==> config.mk <==
export PLATFORM = sky130hd
export DESIGN_NAME = rxq_line_status
export DESIGN_NICKNAME = d
export VERILOG_FILES = /design/src/rtl/rxq_pkg.sv /design/src/rtl/rxq_rst_sync.sv /design/src/rtl/rxq_store.sv /design/src/rtl/rxq_status.sv /design/src/rtl/rxq_line_status.sv
export SDC_FILE = /design/constraint.sdc
export NUM_CORES = 1
export LEC_CHECK = 0
export ABC_AREA = 1
export CAP_MARGIN = 25
export CORE_MARGIN = 2
export CORE_UTILIZATION = 25
export DETAILED_ROUTE_END_ITERATION = 6
export GPL_TIMING_DRIVEN = 0
export SLEW_MARGIN = 20
export SYNTH_ARGS = -nofsm -noshare
export SYNTH_HDL_FRONTEND = slang
export SYNTH_SLANG_ARGS = --single-unit
==> constraint.sdc <==
create_clock -name clk -period 2.2 [get_ports clk]
set_clock_uncertainty 0.2 [all_clocks]
set_input_delay 0.44 -clock clk [delete_from_list [all_inputs] [get_ports clk]]
set_output_delay 0.44 -clock clk [all_outputs]
set_load 0.05 [all_outputs]
==> src/rtl/rxq_pkg.sv <==
package rxq_pkg;

  localparam int unsigned CHR_W  = 8;
  localparam int unsigned STAT_W = 3;

  // Status word bit positions (decoded by the register read path)
  localparam int unsigned ST_READY = 0;
  localparam int unsigned ST_OVRUN = 1;
  localparam int unsigned ST_PERR  = 2;

  typedef struct packed {
    logic             perr;
    logic [CHR_W-1:0] data;
  } rxq_entry_t;

endpackage

==> src/rtl/rxq_rst_sync.sv <==
module rxq_rst_sync #(
  parameter int unsigned STAGES = 2
) (
  input  logic clk,
  input  logic arst_n,
  output logic srst_n
);

  logic [STAGES-1:0] sync_q;

  always_ff @(posedge clk or negedge arst_n) begin
    if (!arst_n) begin
      sync_q <= '0;
    end else begin
      sync_q <= {sync_q[STAGES-2:0], 1'b1};
    end
  end

  assign srst_n = sync_q[STAGES-1];

endmodule

==> src/rtl/rxq_store.sv <==
module rxq_store
  import rxq_pkg::*;
#(
  parameter int unsigned DEPTH = 16
) (
  input  logic       clk,
  input  logic       rst_n,
  input  logic       push_req_i,
  input  rxq_entry_t push_ent_i,
  input  logic       pop_req_i,
  output rxq_entry_t head_o,
  output logic       nonempty_o,
  output logic       ovrun_evt_o,
  output logic       head_adv_o,
  output logic       head_perr_nxt_o
);

  localparam int unsigned PTR_W = (DEPTH > 1) ? $clog2(DEPTH) : 1;
  localparam int unsigned CNT_W = $clog2(DEPTH + 1);
  localparam logic [CNT_W-1:0] CNT_FULL = CNT_W'(DEPTH);
  localparam logic [CNT_W-1:0] CNT_ONE  = CNT_W'(1);
  localparam logic [PTR_W-1:0] PTR_LAST = PTR_W'(DEPTH - 1);

  rxq_entry_t       mem_q [DEPTH];
  logic [PTR_W-1:0] wr_ptr_q, wr_ptr_d;
  logic [PTR_W-1:0] rd_ptr_q, rd_ptr_d;
  logic [PTR_W-1:0] rd_ptr_inc;
  logic [CNT_W-1:0] cnt_q, cnt_d;

  logic is_full, is_empty;
  logic do_push, do_pop;

  always_comb begin
    is_full    = (cnt_q == CNT_FULL);
    is_empty   = (cnt_q == '0);
    do_pop     = pop_req_i && !is_empty;
    do_push    = push_req_i && !is_full;
    rd_ptr_inc = (rd_ptr_q == PTR_LAST) ? '0 : rd_ptr_q + PTR_W'(1);

    wr_ptr_d = wr_ptr_q;
    if (do_push) begin
      wr_ptr_d = (wr_ptr_q == PTR_LAST) ? '0 : wr_ptr_q + PTR_W'(1);
    end

    rd_ptr_d = do_pop ? rd_ptr_inc : rd_ptr_q;

    cnt_d = cnt_q;
    if (do_push && !do_pop) begin
      cnt_d = cnt_q + CNT_ONE;
    end else if (do_pop && !do_push) begin
      cnt_d = cnt_q - CNT_ONE;
    end
  end

  // A new entry reaches the head when it lands in an empty queue,
  // replaces the sole entry being read out, or follows a popped head.
  always_comb begin
    head_adv_o      = 1'b0;
    head_perr_nxt_o = 1'b0;
    if (do_pop && (cnt_q > CNT_ONE)) begin
      head_adv_o      = 1'b1;
      head_perr_nxt_o = mem_q[rd_ptr_inc].perr;
    end else if (do_push && (is_empty || (do_pop && cnt_q == CNT_ONE))) begin
      head_adv_o      = 1'b1;
      head_perr_nxt_o = push_ent_i.perr;
    end
  end

  always_ff @(posedge clk or negedge rst_n) begin
    if (!rst_n) begin
      wr_ptr_q <= '0;
      rd_ptr_q <= '0;
      cnt_q    <= '0;
    end else begin
      wr_ptr_q <= wr_ptr_d;
      rd_ptr_q <= rd_ptr_d;
      cnt_q    <= cnt_d;
    end
  end

  // Storage array: written only on accepted pushes, no reset needed
  always_ff @(posedge clk) begin
    if (do_push) begin
      mem_q[wr_ptr_q] <= push_ent_i;
    end
  end

  assign head_o      = mem_q[rd_ptr_q];
  assign nonempty_o  = !is_empty;
  assign ovrun_evt_o = push_req_i && is_full;

  // occupancy never passes the capacity
  a_r3_no_overflow: assert property (@(posedge clk) disable iff (!rst_n)
    cnt_q <= CNT_FULL);

  // an overrun without a read leaves the stored occupancy unchanged
  a_r5_keep_on_overrun: assert property (@(posedge clk) disable iff (!rst_n)
    (push_req_i && is_full && !pop_req_i) |=> (cnt_q == CNT_FULL));

  // a read on an empty queue with no write leaves it empty
  a_r4_empty_read: assert property (@(posedge clk) disable iff (!rst_n)
    (pop_req_i && is_empty && !push_req_i) |=> (cnt_q == '0));

endmodule

==> src/rtl/rxq_status.sv <==
module rxq_status
  import rxq_pkg::*;
(
  input  logic              clk,
  input  logic              rst_n,
  input  logic              nonempty_i,
  input  logic              ovrun_evt_i,
  input  logic              head_adv_i,
  input  logic              head_perr_nxt_i,
  input  logic              stat_rd_i,
  output logic [STAT_W-1:0] stat_o
);

  logic ovr_q, ovr_d;
  logic pe_q, pe_d;
  logic pe_set;

  always_comb begin
    pe_set = head_adv_i && head_perr_nxt_i;
    // set has priority over the read-clear
    ovr_d  = ovrun_evt_i || (ovr_q && !stat_rd_i);
    pe_d   = pe_set || (pe_q && !stat_rd_i);
  end

  always_ff @(posedge clk or negedge rst_n) begin
    if (!rst_n) begin
      ovr_q <= 1'b0;
      pe_q  <= 1'b0;
    end else begin
      ovr_q <= ovr_d;
      pe_q  <= pe_d;
    end
  end

  always_comb begin
    stat_o           = '0;
    stat_o[ST_READY] = nonempty_i;
    stat_o[ST_OVRUN] = ovr_q;
    stat_o[ST_PERR]  = pe_q;
  end

  // overrun event is visible after its clock edge
  a_r6_ovr_set: assert property (@(posedge clk) disable iff (!rst_n)
    ovrun_evt_i |=> ovr_q);

  // a status read without a new overrun clears the flag
  a_r6_ovr_clear: assert property (@(posedge clk) disable iff (!rst_n)
    (stat_rd_i && !ovrun_evt_i) |=> !ovr_q);

  // tagged character reaching the head raises the parity flag
  a_r8_pe_set: assert property (@(posedge clk) disable iff (!rst_n)
    (head_adv_i && head_perr_nxt_i) |=> pe_q);

  // a status read without a new tagged head clears the parity flag
  a_r9_pe_clear: assert property (@(posedge clk) disable iff (!rst_n)
    (stat_rd_i && !(head_adv_i && head_perr_nxt_i)) |=> !pe_q);

  // the parity flag never rises without a tagged head arrival
  a_r10_pe_cause: assert property (@(posedge clk) disable iff (!rst_n)
    (!pe_q && !(head_adv_i && head_perr_nxt_i)) |=> !pe_q);

endmodule

==> src/rtl/rxq_line_status.sv <==
module rxq_line_status
  import rxq_pkg::*;
#(
  parameter int unsigned DEPTH = 16
) (
  input  logic              clk,
  input  logic              rst_n,
  input  logic              chr_valid_i,
  input  logic [CHR_W-1:0]  chr_data_i,
  input  logic              chr_perr_i,
  input  logic              data_rd_i,
  input  logic              stat_rd_i,
  output logic [CHR_W-1:0]  head_data_o,
  output logic [STAT_W-1:0] stat_o
);

  logic       srst_n;
  rxq_entry_t push_ent;
  rxq_entry_t head_ent;
  logic       nonempty;
  logic       ovrun_evt;
  logic       head_adv;
  logic       head_perr_nxt;

  rxq_rst_sync #(
    .STAGES (2)
  ) u_rst_sync (
    .clk    (clk),
    .arst_n (rst_n),
    .srst_n (srst_n)
  );

  always_comb begin
    push_ent.perr = chr_perr_i;
    push_ent.data = chr_data_i;
  end

  rxq_store #(
    .DEPTH (DEPTH)
  ) u_store (
    .clk             (clk),
    .rst_n           (srst_n),
    .push_req_i      (chr_valid_i),
    .push_ent_i      (push_ent),
    .pop_req_i       (data_rd_i),
    .head_o          (head_ent),
    .nonempty_o      (nonempty),
    .ovrun_evt_o     (ovrun_evt),
    .head_adv_o      (head_adv),
    .head_perr_nxt_o (head_perr_nxt)
  );

  rxq_status u_status (
    .clk             (clk),
    .rst_n           (srst_n),
    .nonempty_i      (nonempty),
    .ovrun_evt_i     (ovrun_evt),
    .head_adv_i      (head_adv),
    .head_perr_nxt_i (head_perr_nxt),
    .stat_rd_i       (stat_rd_i),
    .stat_o          (stat_o)
  );

  assign head_data_o = head_ent.data;

  // data-ready drops only after the queue is read out or reset
  a_r2_ready_hold: assert property (@(posedge clk) disable iff (!srst_n)
    (stat_o[ST_READY] && !data_rd_i) |=> stat_o[ST_READY]);

endmodule

== Word-level counts from Yosys, hierarchy flattened ==
Memory sizes are Yosys's and may differ from the RTL's.
Index checks and enable logic that the tools add are counted.

* Register bits after elaboration: 17
* RAM bits: 144
* Input port bits: 14
* Output and inout bits: 11
* Logic and storage cells: 47
* Memories: 1

{| class="wikitable"
|+ Memories
! name !! words !! width !! read ports !! clocked after Yosys merged registers in !! wr ports !! RTL line !! text
|-
| u_store.mem_q || 16 || 9 || 2 || 0 || 1 || rxq_store.sv:24 || <nowiki>rxq_entry_t mem_q [DEPTH];</nowiki>
|}

* Add/sub/neg operators: 4
* Magnitude comparators: 1
* Equality and inequality tests: 4
* Mux-type cells: 10
* Reductions and logical operators: 21

{| class="wikitable"
|+ Operators with widths
! operator !! number
|-
| $logic_and 1x1->1 || 11
|-
| $mux 5 || 2
|-
| $add 4x1->4 const B || 2
|-
| $eq 4x4->1 const B || 2
|-
| $mux 4 || 2
|-
| $mux 1 || 6
|-
| $add 5x1->5 const B || 1
|-
| $eq 5x1->1 const B || 1
|-
| $eq 5x5->1 const B || 1
|-
| $gt 5x1->1 const B || 1
|-
| $logic_not 1->1 || 5
|-
| $logic_not 5->1 || 1
|-
| $sub 5x1->5 const B || 1
|-
| $logic_or 1x1->1 || 3
|-
| $reduce_bool 2->1 || 1
|}

== Depth between registers and ports, before layout ==
Gate-level depths: netlist of run 1.

* Word-level depth: 10
* Mapped depth: 11
* Gate-level depth less buffers: 11

== Cells and area by module ==
A second synthesis of run 1 with hierarchy kept.

* Cells, all modules: 601
* Area, all modules: 6994.2 um^2

{| class="wikitable"
|+ Modules (own cells, without submodules)
! module !! instances !! cells an instance !! area each (um^2) !! seq. area each (um^2)
|-
| rxq_store || 1 || 586 || 6841.6 || 4649.5
|-
| rxq_status || 1 || 12 || 98.8 || 50.0
|-
| rxq_rst_sync || 1 || 3 || 53.8 || 50.0
|}

== Least setup slack after synthesis of run 1 ==
OpenSTA, ideal clock, no wires.

* Path kind: reg2out
* Start point: reg u_store.rd_ptr_q[0]
* End point: out head_data_o[6]
* Arrival: 1.761 ns
* Data required time: 1.560 ns
* Path slack: -0.201 ns
* Stages on the path, launching flop included: 9
* Buffers on the path: 1
* Cells stage by stage: dfrtp_1 inv_4 buf_4 nor2_1 nor2_1 o21ai_0 a21oi_1 a21oi_1 o21ai_1

* Word-level cells in the longest chain between the ends: 1

{| class="wikitable"
|+ Ends and longest elaborated chain
! element !! RTL line !! text
|-
| start: declaration || rxq_store.sv:26 || <nowiki>logic [PTR_W-1:0] rd_ptr_q, rd_ptr_d;</nowiki>
|-
| start signal: assignment || rxq_store.sv:76 || <nowiki>rd_ptr_q <= rd_ptr_d;</nowiki>
|-
| $mem_v2 16x9 || - ||
|-
| end: declaration || rxq_line_status.sv:13 || <nowiki>output logic [CHR_W-1:0] head_data_o,</nowiki>
|}

Every way passes these cells.

== Final worst setup path of run 1 ==
* Start point: reg u_store.rd_ptr_q[0]
* End point: out head_data_o[0]

Same word-level chain as after synthesis.

==> results of run 1 <==
-- logic make-up after synthesis --
kind of cell / count (synthesis) / share of synthesized area
buf+inv: 50 / 0.0400
other cells: 1 / 0.000558
flops: 161 / 0.707
fa+ha+maj: 10 / 0.0186
xor+xnor: 6 / 0.00782
compound gates: 139 / 0.117
simple gates: 175 / 0.109
-- final cells by class --
class	count	area, um^2	area share
inverters	22	100	0.0117
multi-input cells	331	2020	0.236
repair buffers	48	468	0.0546
clock buffers	20	437	0.0509
well taps	341	427	0.0498
flip-flops and latches	161	4760	0.555
clock inverters	12	123	0.0143
plain buffers	24	240	0.0280
-- registers in the layout, summed over array words and instances, names as in the netlist --
| register | cells |
|---|---|
| u_store.rd_ptr_q | 4 |
| u_status.pe_q | 1 |
| u_status.ovr_q | 1 |
| u_store.wr_ptr_q | 4 |
| u_store.mem_q | 144 |
| u_rst_sync.sync_q | 2 |
| u_store.cnt_q | 5 |
-- power breakdown --
group          internal (W)  switching (W)
Clock               0.00158        0.00126
Combinational       0.00201        0.00346
Sequential          0.00372       0.000227
-- worst paths after layout --
check / slack, ps / end / from
min in group clk: 150 / u_rst_sync.sync_q[1] / u_rst_sync.sync_q[0]
worst max register to register: 120 / u_store.cnt_q[3] / u_store.cnt_q[1]
worst min register to register: 70 / u_status.pe_q / u_rst_sync.sync_q[1]
worst min-delay path: 70 / u_status.pe_q / u_rst_sync.sync_q[1]
worst max-delay path: -510 / head_data_o[0] / u_store.rd_ptr_q[0]
max in group asynchronous: 1180 / u_rst_sync.sync_q[1] / rst_n
-- synth_stat cells, drive strengths merged (2+ instances only) --
cell	number
a21oi	19
buf	24
clkbuf	4
clkinv	2
dfrtp	17
edfxtp	144
ha	10
inv	20
nand2	33
nand3	29
nor2	108
o211ai	16
o21ai	87
o22ai	16
xnor2	2
xor2	4
-- what timing repair did --
item | CTS | global route
pin swaps | 9 | 29
gates cloned | 1 | 0
gates resized for setup | 125 | 89
hold buffers | 1 | 0
setup endpoints to repair | 158 | 111
hold endpoints to repair | 2 | 0
setup buffers | 11 | 11
-- layer usage --
metal	track usage	up-vias	routed length, um
met5	0	-	0
met3	0.0202	24	650
li1	-	2096	-
met2	0.205	106	8420
met4	0.0533	0	369
met1	0.145	2168	7160
-- stage by stage --
step	total power, W	setup TNS [ps]
2_1_floorplan	0.00701	0
3_3_place_gp	0.00841	-72260
4_1_cts	0.0118	-3600
6_report	0.0123	-3560
5_1_grt	0.0128	-4180
3_5_place_dp	0.00845	-74550
==> impl_metrics.tcl, run 1 <==
set metrics [dict create \
    grt_pass1_vias 4243 \
    ys_seq_area_frac 0.707 \
    antenna_cells 0 \
    fin_crit_sh 1.23 \
    synth.top_cell.area_share 0.644 \
    syn-instance-count 542 \
    clkLatencyLatePin_ps 430 \
    wire_per_inst_um 17.3 \
    crit_chain "clkinv_4 -> buf_6 -> buf_8 -> o21ai_2 -> o22ai_2 -> o211ai_1 -> o21ai_2 -> buf_6" \
    place.gp.congestion 0.811 \
    synthArstFlopShare 0.106 \
    worst-setup-path-type "reg -> out" \
    path_buf_inv 4 \
    cts.path.max_buffers 2 \
    rsz0062_at_grt "yes" \
    final_cells 959 \
    grt_overflow 0 \
    antenna_found_initial 0 \
    yosysWarnings 0 \
    io_buffer_count 24 \
    max_slew_margin 0.523 \
    fmax_mhz 369 \
    crit_path_max_fanout 10 \
    final_cell_mix "edfxtp_1 (144), nor2_1 (85), o21ai_0 (40), o21ai_1 (32), nand2_1 (29)" \
    crit_family "compound AO/OA/AOI/OAI gates" \
    yosysTopAreaCell "edfxtp_1" \
    outcome "finished with violations" \
    ant_nets 0 \
    final_area_um2 8570 \
    grt_pass1_wl_um 24700 \
    ios 25 \
    first_pass_iters 5 \
    synth.avg_cell_area_um2 12.4 \
    powerDensity_nw_per_um2 1430 \
    synth-edff-count 144 \
    violations "setup timing" \
    fin_util 0.322 \
    die_area_um2 28200 \
    critPathCaptureType "output pin" \
    tightest_slew_ps 713 \
    area_growth_pct 27.6 \
    path_depth 8 \
    synth.area.top_cells "edfxtp_1 (64%), dfrtp_1 (6.3%), nor2_1 (6.0%)" \
    wl_um 16600 \
    arrival_ps 2070 \
    htree_levels 4 \
    pre_cts_ws_ps -973 \
    viasPerCell 4.58 \
    clk_pin_slew_ps 60 \
    critPathSlowestCell "dfrtp_2" \
    cts_buffers 17 \
    dp_cells 907 \
    grt_max_degree 18 \
    synth_flop_cell "edfxtp_1" \
    startpoint_type "flip-flop" \
    drive_above_1_share 0.265 \
    min_period_ps 2710 \
    drc 0 \
    grt.total_usage 0.118 \
    finalSetupViolCount 8 \
    synthesis.nets 566 \
    yosys.cell_types.count 34 \
    core_area_um2 26700 \
    slowest_delay_ps 430 \
    vias 4394 \
    drt_iter0_markers 383 \
    layout_commonest_cell "edfxtp_1" \
    die_y_um 168 \
    leakage_nw 2.91 \
    netlist_area_um2 6720 \
    fin_hold_ws_ps 72.7 \
    vdd_ir_drop_max_mv 0.809 \
    hold_viol 0 \
    fin_nets 629 \
    hp-class "reg -> async" \
    die_x_um 168 \
    cts_tree "built" \
    ys_ff_latch 161 \
    hpwl_um 10600 \
    clock-sinks 161 \
    r2r_cells 11 \
    fp-row-count 60 \
    slew_viol_final 0 \
    placed_area_um2 7420 \
    worst_slack_ps -507 \
    fillCellCount 2588 \
    drv_cap 0 \
    cp.required_ps 1560 \
    cts-root-buf "clkbuf_16" \
    initial_core_util 0.252 \
]
Note: power is estimated with default switching activity, not from simulation.
==> run 2, diff against run 1 <==
--- a/config.mk
+++ b/config.mk
@@ -11,6 +11,7 @@
 export CORE_UTILIZATION = 25
 export DETAILED_ROUTE_END_ITERATION = 6
 export GPL_TIMING_DRIVEN = 0
+export MAX_ROUTING_LAYER = met4
 export SLEW_MARGIN = 20
 export SYNTH_ARGS = -nofsm -noshare
 export SYNTH_HDL_FRONTEND = slang
==> constraint.sdc (replaced) <==
create_clock -name clk -period 3.4 [get_ports clk]
set_clock_uncertainty 0.2 [all_clocks]
set_input_delay 0.68 -clock clk [delete_from_list [all_inputs] [get_ports clk]]
set_output_delay 0.68 -clock clk [all_outputs]
set_load 0.05 [all_outputs]
==> run 2 against run 1 <==
Effect of this change: critical endpoint is now head_data_o[1]; cell area down 7.5%; sequential power down 35%; sequential cell count unchanged; highest routed layer unchanged; critical path depth unchanged; the flow now finishes without violations; wire length down 1.5%; total power down 42%.
==> impl_metrics.tcl, run 2 (synthesis gave the netlist of run 1 again) <==
set metrics [dict create \
    outcome "finished clean" \
    drt_iter0_markers 383 \
    startpoint_type "flip-flop" \
    antenna_cells 0 \
    cts_tree "built" \
    critPathCaptureType "output pin" \
    hold_viol 0 \
    fp-row-count 60 \
    ant_nets 0 \
    cts.path.max_buffers 2 \
    powerDensity_nw_per_um2 899 \
    hp-class "reg -> async" \
    cts-root-buf "clkbuf_16" \
    cts_setup_buffers 0 \
    fin_nets 610 \
    initial_core_util 0.252 \
    ios 25 \
    worst-setup-path-type "reg -> out" \
    dp_cells 907 \
    timing.rr.start "u_store.cnt_q[0]" \
    worst_slack_ps 83.5 \
    leakage_nw 2.71 \
    area_growth_pct 18.0 \
    vdd_ir_drop_max_mv 0.950 \
    antenna_found_initial 0 \
    tightest_slew_ps 1020 \
    core_area_um2 26700 \
    clkLatencyLatePin_ps 420 \
    place.gp.congestion 0.831 \
    drc 0 \
    startpoint "u_store.rd_ptr_q[1]" \
    fmax_mhz 302 \
    grt_pass1_wl_um 24900 \
    grt_max_degree 18 \
    rsz0062_at_grt "no" \
    largest_register_ffs 144 \
    fillCellCount 2683 \
    htree_levels 4 \
    drv_cap 0 \
    clk_pin_slew_ps 60 \
    grt_pass1_vias 4212 \
    rrSetupSlack_ps 670 \
    finalSetupViolCount 0 \
    layout_commonest_cell "edfxtp_1" \
    arrival_ps 2440 \
    slew_viol_final 0 \
    hpwl_um 10700 \
    fin_hold_ws_ps 51.5 \
    crit_path_max_fanout 10 \
    clock-sinks 161 \
    endpoint "head_data_o[1]" \
    die_area_um2 28200 \
    first_pass_iters 5 \
    rr_endpoint "u_store.mem_q[13][6]" \
    wire_per_inst_um 17.4 \
    grt_overflow 0 \
    fin_crit_sh 0.975 \
    top_register "u_store.mem_q" \
    viasPerCell 4.56 \
    drive_above_1_share 0.130 \
    final_cell_mix "edfxtp_1 (144), nor2_1 (108), o21ai_0 (67), nand2_1 (30), nand3_1 (28)" \
    holdBufCountCts 0 \
    pre_cts_ws_ps -83.6 \
    die_y_um 168 \
    io_buffer_count 24 \
    vias 4283 \
    max_slew_margin 0.314 \
    r2r_cells 7 \
    die_x_um 168 \
    cp.required_ps 2520 \
    grt.total_usage 0.122 \
    cts_buffers 17 \
    min_period_ps 3320 \
    top_regs "u_store.mem_q: 144 flops, u_store.cnt_q: 5 flops" \
    total_power_w 0.00712 \
    wl_um 16400 \
    final_cells 940 \
]
run 2: worst min path at each step:
stage                    startpoint              to  slack [ps]  depth (start not counted)
3_3_place_gp   u_rst_sync.sync_q[1]   u_status.pe_q          90                          0
4_1_cts        u_rst_sync.sync_q[1]   u_status.pe_q          80                          0
6_report       u_rst_sync.sync_q[1]   u_status.pe_q          50                          0
3_5_place_dp   u_rst_sync.sync_q[1]   u_status.pe_q          80                          0
5_1_grt        u_rst_sync.sync_q[1]   u_status.pe_q         140                          0
2_1_floorplan  u_rst_sync.sync_q[1]  u_status.ovr_q         -10                          0
run 2: area by class of cell:
cell class	instances	area [um^2]	area share
repair buffers	25	219	0.0276
flip-flops and latches	161	4750	0.599
clock buffers	18	429	0.0541
inverters	22	86.3	0.0109
plain buffers	28	186	0.0235
multi-input cells	331	1700	0.214
well taps	341	427	0.0538
clock inverters	14	130	0.0164
run 2: through the flow:
| stage | TNS, ps | utilization | instance area [um^2] |
|---|---|---|---|
| detailed placement | -173 | 0.277 | 7390 |
| CTS | 0 | 0.299 | 7960 |
| finish | 0 | 0.297 | 7930 |
| global route | 0 | 0.297 | 7930 |
| global placement | -174 | 0.277 | 7390 |
| floorplan | 0 | - | 6720 |
run 2: worst max-delay path: stages (launching register included):
cell             delay, ps
dfrtp_1                390
buf_6                  150
clkinv_2                70
clkbuf_1               330
o21ai_0                180
o211ai_2               170
o211ai_1               120
o21ai_1                180
clkdlybuf4s15_2        410
run 2: timing repair:
item,in CTS,in global routing
endpoints found under the setup margin,8,7
cloned,0,0
resized for setup,25,13
run 2: per-layer routing:
| metal | GRT usage | share of wire |
|---|---|---|
| met5 | - | 0 |
| met4 | 0.0371 | 0.0093 |
| met3 | 0.0212 | 0.045 |
| met2 | 0.197 | 0.49 |
| met1 | 0.157 | 0.46 |
run 2: power breakdown:
part,switching (W),total [W],internal (W)
registers,0.000141,0.00255,0.00241
logic,0.00192,0.00276,0.000832
clock network,0.000804,0.00182,0.00102
total,0.00287,0.00712,0.00426
==> run 3, diff against run 2 <==
--- a/config.mk
+++ b/config.mk
@@ -12,7 +12,9 @@
 export DETAILED_ROUTE_END_ITERATION = 6
 export GPL_TIMING_DRIVEN = 0
 export MAX_ROUTING_LAYER = met4
+export PLACE_DENSITY = 0.42
 export SLEW_MARGIN = 20
 export SYNTH_ARGS = -nofsm -noshare
 export SYNTH_HDL_FRONTEND = slang
 export SYNTH_SLANG_ARGS = --single-unit
+export TNS_END_PERCENT = 50
==> run 3 against run 2 <==
Effect of this change: register-to-register slack got worse by 20 ps; combinational power is essentially flat; die area unchanged; critical path depth grew 1; cell area is 1.2% higher; critical path type unchanged; critical endpoint is now head_data_o[2]; largest cell class unchanged; largest power group unchanged.
==> impl_metrics.tcl, run 3 (synthesis gave the netlist of run 1 again) <==
set metrics [dict create \
    powerDensity_nw_per_um2 911 \
    arrival_ps 2390 \
    finalSetupViolCount 0 \
    die_area_um2 28200 \
    cts.path.max_buffers 2 \
    power_frac_seq 0.347 \
    fin_util 0.301 \
    grt.total_usage 0.131 \
    clkLatencyLatePin_ps 420 \
    slew_viol_final 0 \
    max_slew_margin 0.301 \
    grt_pass1_wl_um 26000 \
    hpwl_um 11800 \
    worst-setup-path-type "reg -> out" \
    min_period_ps 3270 \
    p_sw_frac 0.390 \
    core_area_um2 26700 \
    r2r_cells 7 \
    p_clk_frac 0.271 \
    first_pass_iters 5 \
    grt_overflow 0 \
    wire_per_inst_um 18.2 \
    antenna_cells 0 \
    io_buffer_count 24 \
    clk_pin_slew_ps 60 \
    fillCellCount 2667 \
    grt_pass1_vias 4230 \
    htree_levels 4 \
    vias 4240 \
    rrSetupSlack_ps 650 \
    fin_hold_ws_ps 81.2 \
    ios 25 \
    fmax_mhz 306 \
    drc 0 \
    vdd_ir_drop_max_mv 0.350 \
    viasPerCell 4.48 \
    cts_setup_buffers 0 \
    area_growth_pct 19.4 \
    hold_viol 0 \
    layout_commonest_cell "edfxtp_1" \
    startpoint_type "flip-flop" \
    die_x_um 168 \
    rr_endpoint "u_store.mem_q[12][4]" \
    tightest_slew_ps 1040 \
    cp.required_ps 2520 \
    wl_um 17200 \
    cts_buffers 17 \
    place.gp.congestion 0.777 \
    top_regs "u_store.mem_q: 144 flops, u_store.cnt_q: 5 flops" \
    rsz0062_at_grt "no" \
    grt_max_degree 18 \
    critPathCaptureType "output pin" \
    netSwitchingPower_w 0.00285 \
    hp-class "reg -> async" \
    fin_nets 616 \
    leakage_nw 2.76 \
    timing.rr.start "u_store.cnt_q[0]" \
    fin_crit_sh 0.961 \
    drive_above_1_share 0.140 \
    crit_path_max_fanout 10 \
    holdBufCountCts 0 \
    die_y_um 168 \
    largest_register_ffs 144 \
    drt_iter0_markers 325 \
    drv_cap 0 \
    ctsResizeCount 22 \
    fp-row-count 60 \
    cts-root-buf "clkbuf_16" \
    clock-sinks 161 \
    cts_tree "built" \
    final_cell_mix "edfxtp_1 (144), nor2_1 (108), o21ai_0 (67), nand2_1 (30), nand3_1 (28)" \
    fin_setup_tns_ps 0 \
    p_int_w 0.00446 \
    initial_core_util 0.252 \
    pwr-share-comb 0.382 \
    antenna_found_initial 0 \
    ant_nets 0 \
    outcome "finished clean" \
    top_register "u_store.mem_q" \
]
[run 3: cell types whose count changed in the layout (fill, tap and decap cells not counted), moves of 2 or more]
cell / previous run / this run
clkinv_1: 3 / 1
clkinvlp_4: 2 / 4
clkinv_2: 2 / 5
bufinv_16: 1 / 4
buf_4: 10 / 16
inv_6: 4 / 2
clkinv_4: 3 / 0
[run 3: routing by layer]
layer	up-vias	global-route usage	share of wire
li1	2049	-	-
met2	111	0.208	0.48
met1	2065	0.171	0.46
met3	15	0.0242	0.046
met5	-	-	0
met4	0	0.0431	0.015
[run 3: layout make-up]
| type | count | area (um^2) | area share |
|---|---|---|---|
| sequential | 161 | 4750 | 0.592 |
| multi-input combinational | 331 | 1700 | 0.212 |
| clock buffer | 18 | 429 | 0.0535 |
| tap | 341 | 427 | 0.0532 |
| timing repair buffer | 31 | 259 | 0.0323 |
| clock inverter | 14 | 188 | 0.0234 |
| buffer | 28 | 185 | 0.0231 |
| inverter | 22 | 86.3 | 0.0108 |
[run 3: stage by stage]
step	cells	cell area [um^2]	total power (W)	setup slack (ps)
floorplan	542	6720	0.00447	759
global placement	907	7390	0.00544	-180
detailed placement	910	7410	0.00546	-197
CTS	942	8030	0.00742	1.34
global route	946	8020	0.00774	2.43
finish	946	8020	0.00731	131
[run 3: power groups by stage]
| stage | logic, W | clock network, W | registers, W |
|---|---|---|---|
| detailed placement | 0.00288 | 0 | 0.00258 |
| floorplan | 0.00193 | 0 | 0.00255 |
| global placement | 0.00287 | 0 | 0.00258 |
| global route | 0.00306 | 0.00211 | 0.00257 |
| CTS | 0.00285 | 0.00203 | 0.00254 |
| finish | 0.00279 | 0.00198 | 0.00254 |
[run 3: critical path, stage by stage (launching register included)]
cell and delay [ps]:
dfrtp_1 450, inv_4 160, buf_4 220, nor2_1 60
nor2_1 80, o21ai_1 100, a21oi_1 150, a21oi_1 110
o21ai_1 220, clkdlybuf4s15_2 400
[run 3: worst max-delay path by stage]
stage,start,end,cells past startpoint
after floorplan,u_store.rd_ptr_q[0],head_data_o[6],8
after global placement,u_store.rd_ptr_q[1],head_data_o[5],8
after detailed placement,u_store.rd_ptr_q[1],head_data_o[5],8
after CTS,u_store.rd_ptr_q[1],head_data_o[0],8
after global routing,u_store.rd_ptr_q[0],head_data_o[2],9
final,u_store.rd_ptr_q[0],head_data_o[2],9
